[config.mk]
export PLATFORM = sky130hd
export DESIGN_NAME = ssb_bridge
export DESIGN_NICKNAME = d
export VERILOG_FILES = /design/src/rtl/ssb_pkg.sv /design/src/rtl/ssb_ctrl.sv /design/src/rtl/ssb_datapath.sv /design/src/rtl/ssb_bridge.sv
export SDC_FILE = /design/constraint.sdc
export NUM_CORES = 1
export LEC_CHECK = 0
export BUFFER_PORTS_ARGS = -buffer_cell sky130_fd_sc_hd__buf_2
export CELL_PAD_IN_SITES_DETAIL_PLACEMENT = 0
export CELL_PAD_IN_SITES_GLOBAL_PLACEMENT = 1
export CORE_UTILIZATION = 33
export CTS_CLUSTER_DIAMETER = 40
export DETAILED_ROUTE_END_ITERATION = 6
export PLACE_DENSITY_LB_ADDON = 0.1
export REMOVE_ABC_BUFFERS = 1
export SYNTH_ARGS = -nofsm -noshare
export SYNTH_HDL_FRONTEND = slang
export SYNTH_HIERARCHICAL = 1
export SYNTH_SLANG_ARGS = --single-unit
[constraint.sdc]
create_clock -name clk -period 1.8 [get_ports clk]
set_input_delay 0.09 -clock clk [delete_from_list [all_inputs] [get_ports clk]]
set_output_delay 0.09 -clock clk [all_outputs]
set_load 0.005 [all_outputs]
[src/rtl/ssb_pkg.sv]
package ssb_pkg;
  localparam int OPC_W = 7;
  localparam logic [OPC_W-1:0] OP_SS_READ  = 7'h7D;
  localparam logic [OPC_W-1:0] OP_SS_WRITE = 7'h7E;

  typedef enum logic [0:0] {ST_IDLE, ST_WAIT} bridgeState_t;

  // Strobes from control to datapath
  typedef struct packed {
    logic capture;    // latch instruction fields and write data
    logic complete;   // access finishes this cycle
    logic writeBack;  // load returned word into the engine register
    logic fault;      // report privilege fault
  } bridgeStrobes_t;
endpackage

[src/rtl/ssb_ctrl.sv]
module ssb_ctrl
  import ssb_pkg::*;
#(
  parameter int TIMEOUT_CYCLES = 16
) (
  input  logic                 clk,
  input  logic                 rstN,
  input  logic                 issueValid,
  input  logic [OPC_W-1:0]     opcode,
  input  logic                 dirRead,
  input  logic                 ssAck,
  input  logic                 ssErr,
  output bridgeStrobes_t       strobes,
  output logic                 waiting
);
  localparam int CNT_W = (TIMEOUT_CYCLES > 2) ? $clog2(TIMEOUT_CYCLES) : 1;

  bridgeState_t state;
  logic [CNT_W-1:0] waitCnt;
  logic isSsOp;
  logic timeUp;

  assign isSsOp  = (opcode == OP_SS_READ) || (opcode == OP_SS_WRITE);
  assign timeUp  = (waitCnt == CNT_W'(TIMEOUT_CYCLES - 1));
  assign waiting = (state == ST_WAIT);

  always_comb begin
    strobes = '0;
    case (state)
      ST_IDLE: strobes.capture = issueValid && isSsOp;
      ST_WAIT: begin
        if (ssAck) begin
          // acknowledge wins over an expiring timeout
          strobes.complete  = 1'b1;
          strobes.fault     = ssErr;
          strobes.writeBack = dirRead && !ssErr;
        end else if (timeUp) begin
          strobes.complete = 1'b1;
          strobes.fault    = 1'b1;
        end
      end
      default: strobes = '0;
    endcase
  end

  always_ff @(posedge clk) begin
    if (!rstN) begin
      state   <= ST_IDLE;
      waitCnt <= '0;
    end else begin
      if (strobes.capture) begin
        state   <= ST_WAIT;
        waitCnt <= '0;
      end else if (strobes.complete) begin
        state   <= ST_IDLE;
      end else if (state == ST_WAIT) begin
        waitCnt <= waitCnt + 1'b1;
      end
    end
  end
endmodule

[src/rtl/ssb_datapath.sv]
module ssb_datapath
  import ssb_pkg::*;
#(
  parameter int DATA_W    = 32,
  parameter int REG_IDX_W = 5,
  parameter int SS_ID_W   = 4,
  parameter int SS_REG_W  = 8,
  parameter int CMD_W     = 8,
  localparam int ENG_LSB  = OPC_W,
  localparam int ID_LSB   = ENG_LSB + REG_IDX_W,
  localparam int SREG_LSB = ID_LSB + SS_ID_W,
  localparam int CMD_LSB  = SREG_LSB + SS_REG_W,
  localparam int INSTR_W  = CMD_LSB + CMD_W
) (
  input  logic                 clk,
  input  logic                 rstN,
  input  logic [INSTR_W-1:0]   instrWord,
  input  logic [DATA_W-1:0]    regRdData,
  input  logic [DATA_W-1:0]    ssRdData,
  input  bridgeStrobes_t       strobes,
  output logic                 dirRead,
  output logic [REG_IDX_W-1:0] regRdIdx,
  output logic                 regWrEn,
  output logic [REG_IDX_W-1:0] regWrIdx,
  output logic [DATA_W-1:0]    regWrData,
  output logic [SS_ID_W-1:0]   ssId,
  output logic [SS_REG_W-1:0]  ssReg,
  output logic [CMD_W-1:0]     ssCmd,
  output logic                 ssWrite,
  output logic [DATA_W-1:0]    ssWrData,
  output logic                 done,
  output logic                 privFault
);
  assign regRdIdx = instrWord[ENG_LSB +: REG_IDX_W];
  assign dirRead  = !ssWrite;

  // request fields, frozen for the whole access
  always_ff @(posedge clk) begin
    if (!rstN) begin
      regWrIdx <= '0;
      ssId     <= '0;
      ssReg    <= '0;
      ssCmd    <= '0;
      ssWrite  <= 1'b0;
      ssWrData <= '0;
    end else if (strobes.capture) begin
      regWrIdx <= instrWord[ENG_LSB +: REG_IDX_W];
      ssId     <= instrWord[ID_LSB +: SS_ID_W];
      ssReg    <= instrWord[SREG_LSB +: SS_REG_W];
      ssCmd    <= instrWord[CMD_LSB +: CMD_W];
      ssWrite  <= (instrWord[OPC_W-1:0] == OP_SS_WRITE);
      ssWrData <= regRdData;
    end
  end

  // completion results, single-cycle pulses
  always_ff @(posedge clk) begin
    if (!rstN) begin
      done      <= 1'b0;
      privFault <= 1'b0;
      regWrEn   <= 1'b0;
      regWrData <= '0;
    end else begin
      done      <= strobes.complete;
      privFault <= strobes.complete && strobes.fault;
      regWrEn   <= strobes.complete && strobes.writeBack;
      if (strobes.writeBack) regWrData <= ssRdData;
    end
  end
endmodule

[src/rtl/ssb_bridge.sv]
module ssb_bridge
  import ssb_pkg::*;
#(
  parameter int TIMEOUT_CYCLES = 16
) (
  input  logic        clk,
  input  logic        rstN,
  input  logic        issueValid,
  input  logic [31:0] instrWord,
  output logic        busy,
  output logic [4:0]  regRdIdx,
  input  logic [31:0] regRdData,
  output logic        regWrEn,
  output logic [4:0]  regWrIdx,
  output logic [31:0] regWrData,
  output logic        ssReq,
  output logic [3:0]  ssId,
  output logic [7:0]  ssReg,
  output logic [7:0]  ssCmd,
  output logic        ssWrite,
  output logic [31:0] ssWrData,
  input  logic        ssAck,
  input  logic [31:0] ssRdData,
  input  logic        ssErr,
  output logic        done,
  output logic        privFault
);
  bridgeStrobes_t strobes;
  logic dirRead;
  logic waiting;

  ssb_ctrl #(.TIMEOUT_CYCLES(TIMEOUT_CYCLES)) u_ctrl (
    .clk(clk), .rstN(rstN), .issueValid(issueValid),
    .opcode(instrWord[OPC_W-1:0]), .dirRead(dirRead),
    .ssAck(ssAck), .ssErr(ssErr), .strobes(strobes), .waiting(waiting)
  );

  ssb_datapath #(
    .DATA_W(32), .REG_IDX_W(5), .SS_ID_W(4), .SS_REG_W(8), .CMD_W(8)
  ) u_dp (
    .clk(clk), .rstN(rstN), .instrWord(instrWord), .regRdData(regRdData),
    .ssRdData(ssRdData), .strobes(strobes), .dirRead(dirRead),
    .regRdIdx(regRdIdx), .regWrEn(regWrEn), .regWrIdx(regWrIdx),
    .regWrData(regWrData), .ssId(ssId), .ssReg(ssReg), .ssCmd(ssCmd),
    .ssWrite(ssWrite), .ssWrData(ssWrData), .done(done), .privFault(privFault)
  );

  assign ssReq = waiting;
  assign busy  = waiting;
endmodule

Yosys cells after proc, flatten, opt, wreduce, memory -nomap -nowiden
Index checks and enable logic that the tools add are counted.
Widths: inputs -> output; s select.

word-level totals
  bits of input ports = 101
  word-level logic and storage cells = 36
  output and inout bits = 100
  flip-flop bits (word level) = 98

cells by class
  add/subtract/negate cells = 1
  bitwise logic cells = 2
  mux-type cells = 8
  reductions and logical operators = 10
  equal/unequal tests = 3

operators with widths
  kind                 count
  $eq 7x7->1 const B   2
  $mux 1               7
  $add 4x1->4 const B  1
  $eq 4x4->1 const B   1
  $logic_and 1x1->1    4
  $mux 3               1
  $logic_not 1->1      2
  $not 1->1            2
  $reduce_and 2->1     1
  $reduce_bool 2->1    1
  $reduce_or 2->1      1
  $logic_or 1x1->1     1

Longest topological paths before layout
  word-level depth = 6
  gate-level depth with buffers = 8
  mapped depth without buffers = 5

Cells and area by module
Netlist, hierarchy kept.

modules (own cells, without submodules)
  module        cells each  sequential area each (um^2)  area each (um^2)  times used
  ssb_datapath  305         1861.8                       3530.9            1
  ssb_ctrl      33          100.1                        316.6             1
  ssb_bridge    1           0.0                          7.5               1

Worst setup path before layout
OpenSTA, ideal clock, no wires.

  path kind = register to register
  start point = reg u_ctrl.state, in the netlist u_ctrl/waiting
  end point = reg u_dp.ssWrite
  buffers on the path = 3
  required time = 1.741 ns
  path slack = 0.231 ns
  data arrival time = 1.510 ns
  cell stages (with the launch flop) = 9
  clock period less this slack = 1.569 ns
  library setup time = 0.059 ns
  path through = dfxtp_1 nand4b_1 nor3_2 buf_4 buf_8 buf_8 nand4b_1 o22ai_1 and2_1

RTL lines
  what                      RTL line            text
  start: declaration        ssb_ctrl.sv:18      bridgeState_t state;
  start signal: assignment  ssb_ctrl.sv:48      state <= ST_IDLE;
  start signal: assignment  ssb_ctrl.sv:52      state <= ST_WAIT;
  start signal: assignment  ssb_ctrl.sv:55      state <= ST_IDLE;
  end signal: assignment    ssb_datapath.sv:51  ssWrite <= (instrWord[OPC_W-1:0] == OP_SS_WRITE);
  end: declaration          ssb_datapath.sv:29  output logic ssWrite,

==> results_dict.tcl <==
set metrics [dict create \
    wl_per_cell_um 12.7 \
    required_ns 2.03 \
    synth_enable_flop_cells 0 \
    clock_sinks 98 \
    reg2reg_slack_ns 0.13 \
    endpoint_kind "register" \
    die_h_um 110 \
    drv_cap 0 \
    reg2reg_depth 6 \
    async_flop_share 0 \
    dieArea_mm2 0.0121 \
    drive_gt1_frac 0.427 \
    fin_nets 644 \
    setup_viol 0 \
    final_max_slew_viol_count 0 \
    cp_max_fo 23 \
    finClkSkew_ns 0.00474 \
    cp_data_arrival_time_ns 1.90 \
    cts_buffers 9 \
    ys_seq_elements 98 \
    cellPowerDensity_mw_per_mm2 812 \
    overflow 0 \
    cpMaxStageDelayCell "dfxtp_1" \
    total_power_mw 4.38 \
    grt_usage 0.140 \
    slowest_delay_ns 0.31 \
    whs_ns 0.0127 \
    drc 0 \
    fmax_ghz 0.600 \
    wl_mm 8.73 \
    tritoncts "built" \
    die_w_um 110 \
    worst_hold_path.endpoint "u_dp/ssWrData[29]$_SDFFE_PN0P_" \
    vdd_drop_max_uv 478 \
    grt_antenna_before_repair 0 \
    synth_flop_cell "dfxtp_1" \
    syn_area_per_cell_um2 11.4 \
    grt_pass1_wl_mm 12.8 \
    row_count 39 \
    hold_path.class "primary input to register" \
    layout_min_cycle_time_ns 1.67 \
    timing.rr.end "u_dp/ssReg[3]$_SDFFE_PN0P_" \
    r2r-start "u_ctrl/waiting$_SDFFE_PN0P_" \
    area_growth_pct 39.9 \
    cts-htree-levels 3 \
    io_buffers 200 \
    finalHoldViolations 0 \
    finalSetupTns_ns 0 \
    grt_pass1_vias 2698 \
    post_cts_resized 0 \
    core_area_mm2 0.0114 \
    post_dp_cell_area_mm2 0.00502 \
    cts_setup_buffers 0 \
    p_leak_nw 2.29 \
    fin_area_mm2 0.00539 \
    utilization 0.472 \
    worstPathCellList "nand4b_1 -> nor3_4 -> buf_12 -> buf_4 -> mux2i_1 -> nor2b_1" \
    diodes 0 \
    rsz0062_at_grt "false" \
    synth_cell_types 33 \
    clk_latency_ns 0.34 \
    routed_via_density 4.32 \
    status "finished clean" \
    grt_max_degree 50 \
    hold_start "regRdData[29]" \
    crit_type "register to register" \
    cts_buffer_depth 2 \
    cts.clk_slew.worst_paths_ns 0.06 \
    routabilityCongestion 0.744 \
    ant_nets 0 \
    start_util 0.338 \
    root_buffer "clkbuf_16" \
    startpoint_type "register" \
    ys_seq_area_frac 0.509 \
    first_pass_iters 4 \
    fin_crit_sh 0.927 \
    drt_iter0_drc 108 \
    ios 201 \
    holdPathStages 3 \
    worst_pin_slew_ns 0.464 \
    via_count 2975 \
    slew_headroom 0.688 \
    final_cell_mix "buf_2, dfxtp_1, nor2b_1" \
    mostFrequentLayoutCell "buf_2" \
    yosysWarnings 6 \
    hpwl_mm 6.40 \
    syn-cell-area_mm2 0.00385 \
    netlist_instances 339 \
]
logic make-up after synthesis:
kind of cell / Yosys count / synth area share
AOI/OAI and AO/OA: 11 / 0.0230
xor gates and xnor gates: 1 / 0.00227
adders and majority gates: 1 / 0.00325
buffers and inverters: 28 / 0.0474
DFF: 98 / 0.509
muxes: 89 / 0.231
and+or+nand+nor: 111 / 0.184
synth_stat cells (3+ instances only):
master	number	share of area
clkbuf_1	9	0.0088
buf_4	14	0.027
nor2b_1	91	0.15
and3_1	3	0.0049
mux2i_1	89	0.23
dfxtp_1	98	0.51
registers in the layout, summed over array words and instances, names as in the netlist, 4 cells and up:
register and count:
u_ctrl/waitCnt 4, u_dp/ssCmd 8, u_dp/regWrData 32, u_dp/ssWrData 32, u_dp/regWrIdx 5, u_dp/ssReg 8
u_dp/ssId 4
stage by stage:
stage | cells | setup slack, ns
2_1_floorplan | 312 | -2.76
3_3_place_gp | 667 | 0.223
3_5_place_dp | 667 | 0.120
4_1_cts | 689 | 0.109
5_1_grt | 689 | 0.0103
6_report | 689 | 0.132
report_power, final:
| part | internal [mW] | switching (mW) |
|---|---|---|
| Sequential | 2.17 | 0.00305 |
| Clock | 1.18 | 0.781 |
| Combinational | 0.147 | 0.0892 |
worst max-delay path by stage:
stage	slack, ns	end	cells after the start	startpoint
2_1_floorplan	-2.76	u_dp/ssWrite$_SDFFE_PN0P_	4	u_ctrl/waiting$_SDFFE_PN0P_
3_3_place_gp	0.22	u_dp/ssWrData[20]$_SDFFE_PN0P_	6	u_ctrl/waiting$_SDFFE_PN0P_
6_report	0.13	u_dp/ssReg[3]$_SDFFE_PN0P_	6	u_ctrl/waiting$_SDFFE_PN0P_
3_5_place_dp	0.12	u_dp/ssReg[3]$_SDFFE_PN0P_	6	u_ctrl/waiting$_SDFFE_PN0P_
4_1_cts	0.11	u_dp/ssWrData[28]$_SDFFE_PN0P_	6	u_ctrl/waiting$_SDFFE_PN0P_
5_1_grt	0.01	u_dp/regWrIdx[1]$_SDFFE_PN0P_	6	u_ctrl/waiting$_SDFFE_PN0P_
layout make-up:
type | count | area [um^2]
timing repair buffer | 219 | 1220
multi-input combinational | 213 | 1720
sequential | 98 | 1960
fill | 1132 | 6030
tap | 143 | 179
inverter | 1 | 3.75
clock buffer | 13 | 270
clock inverter | 2 | 35.0
routing by layer:
metal / track usage / part of all wire / vias up / wire length [um]
met2: 0.225 / 0.48 / 96 / 4170
li1: - / - / 1535 / -
met1: 0.167 / 0.43 / 1331 / 3770
met5: 0 / 0 / - / 0
met3: 0.0423 / 0.068 / 13 / 595
met4: 0.0762 / 0.022 / 0 / 195
what timing repair did:
action                                  in CTS  in global routing
endpoints found under the setup margin       0                  0
hold endpoints to repair                     7                  0
hold buffers                                 7                  0
worst max-delay path: cells and delay by family (launching register included):
family | cells | cell delay (ns)
flip-flops | 1 | 0.31
AND/OR/NAND/NOR | 3 | 0.62
multiplexers | 1 | 0.20
buffers and inverters | 2 | 0.42
No activity file was read; power rests on OpenSTA's default activity.
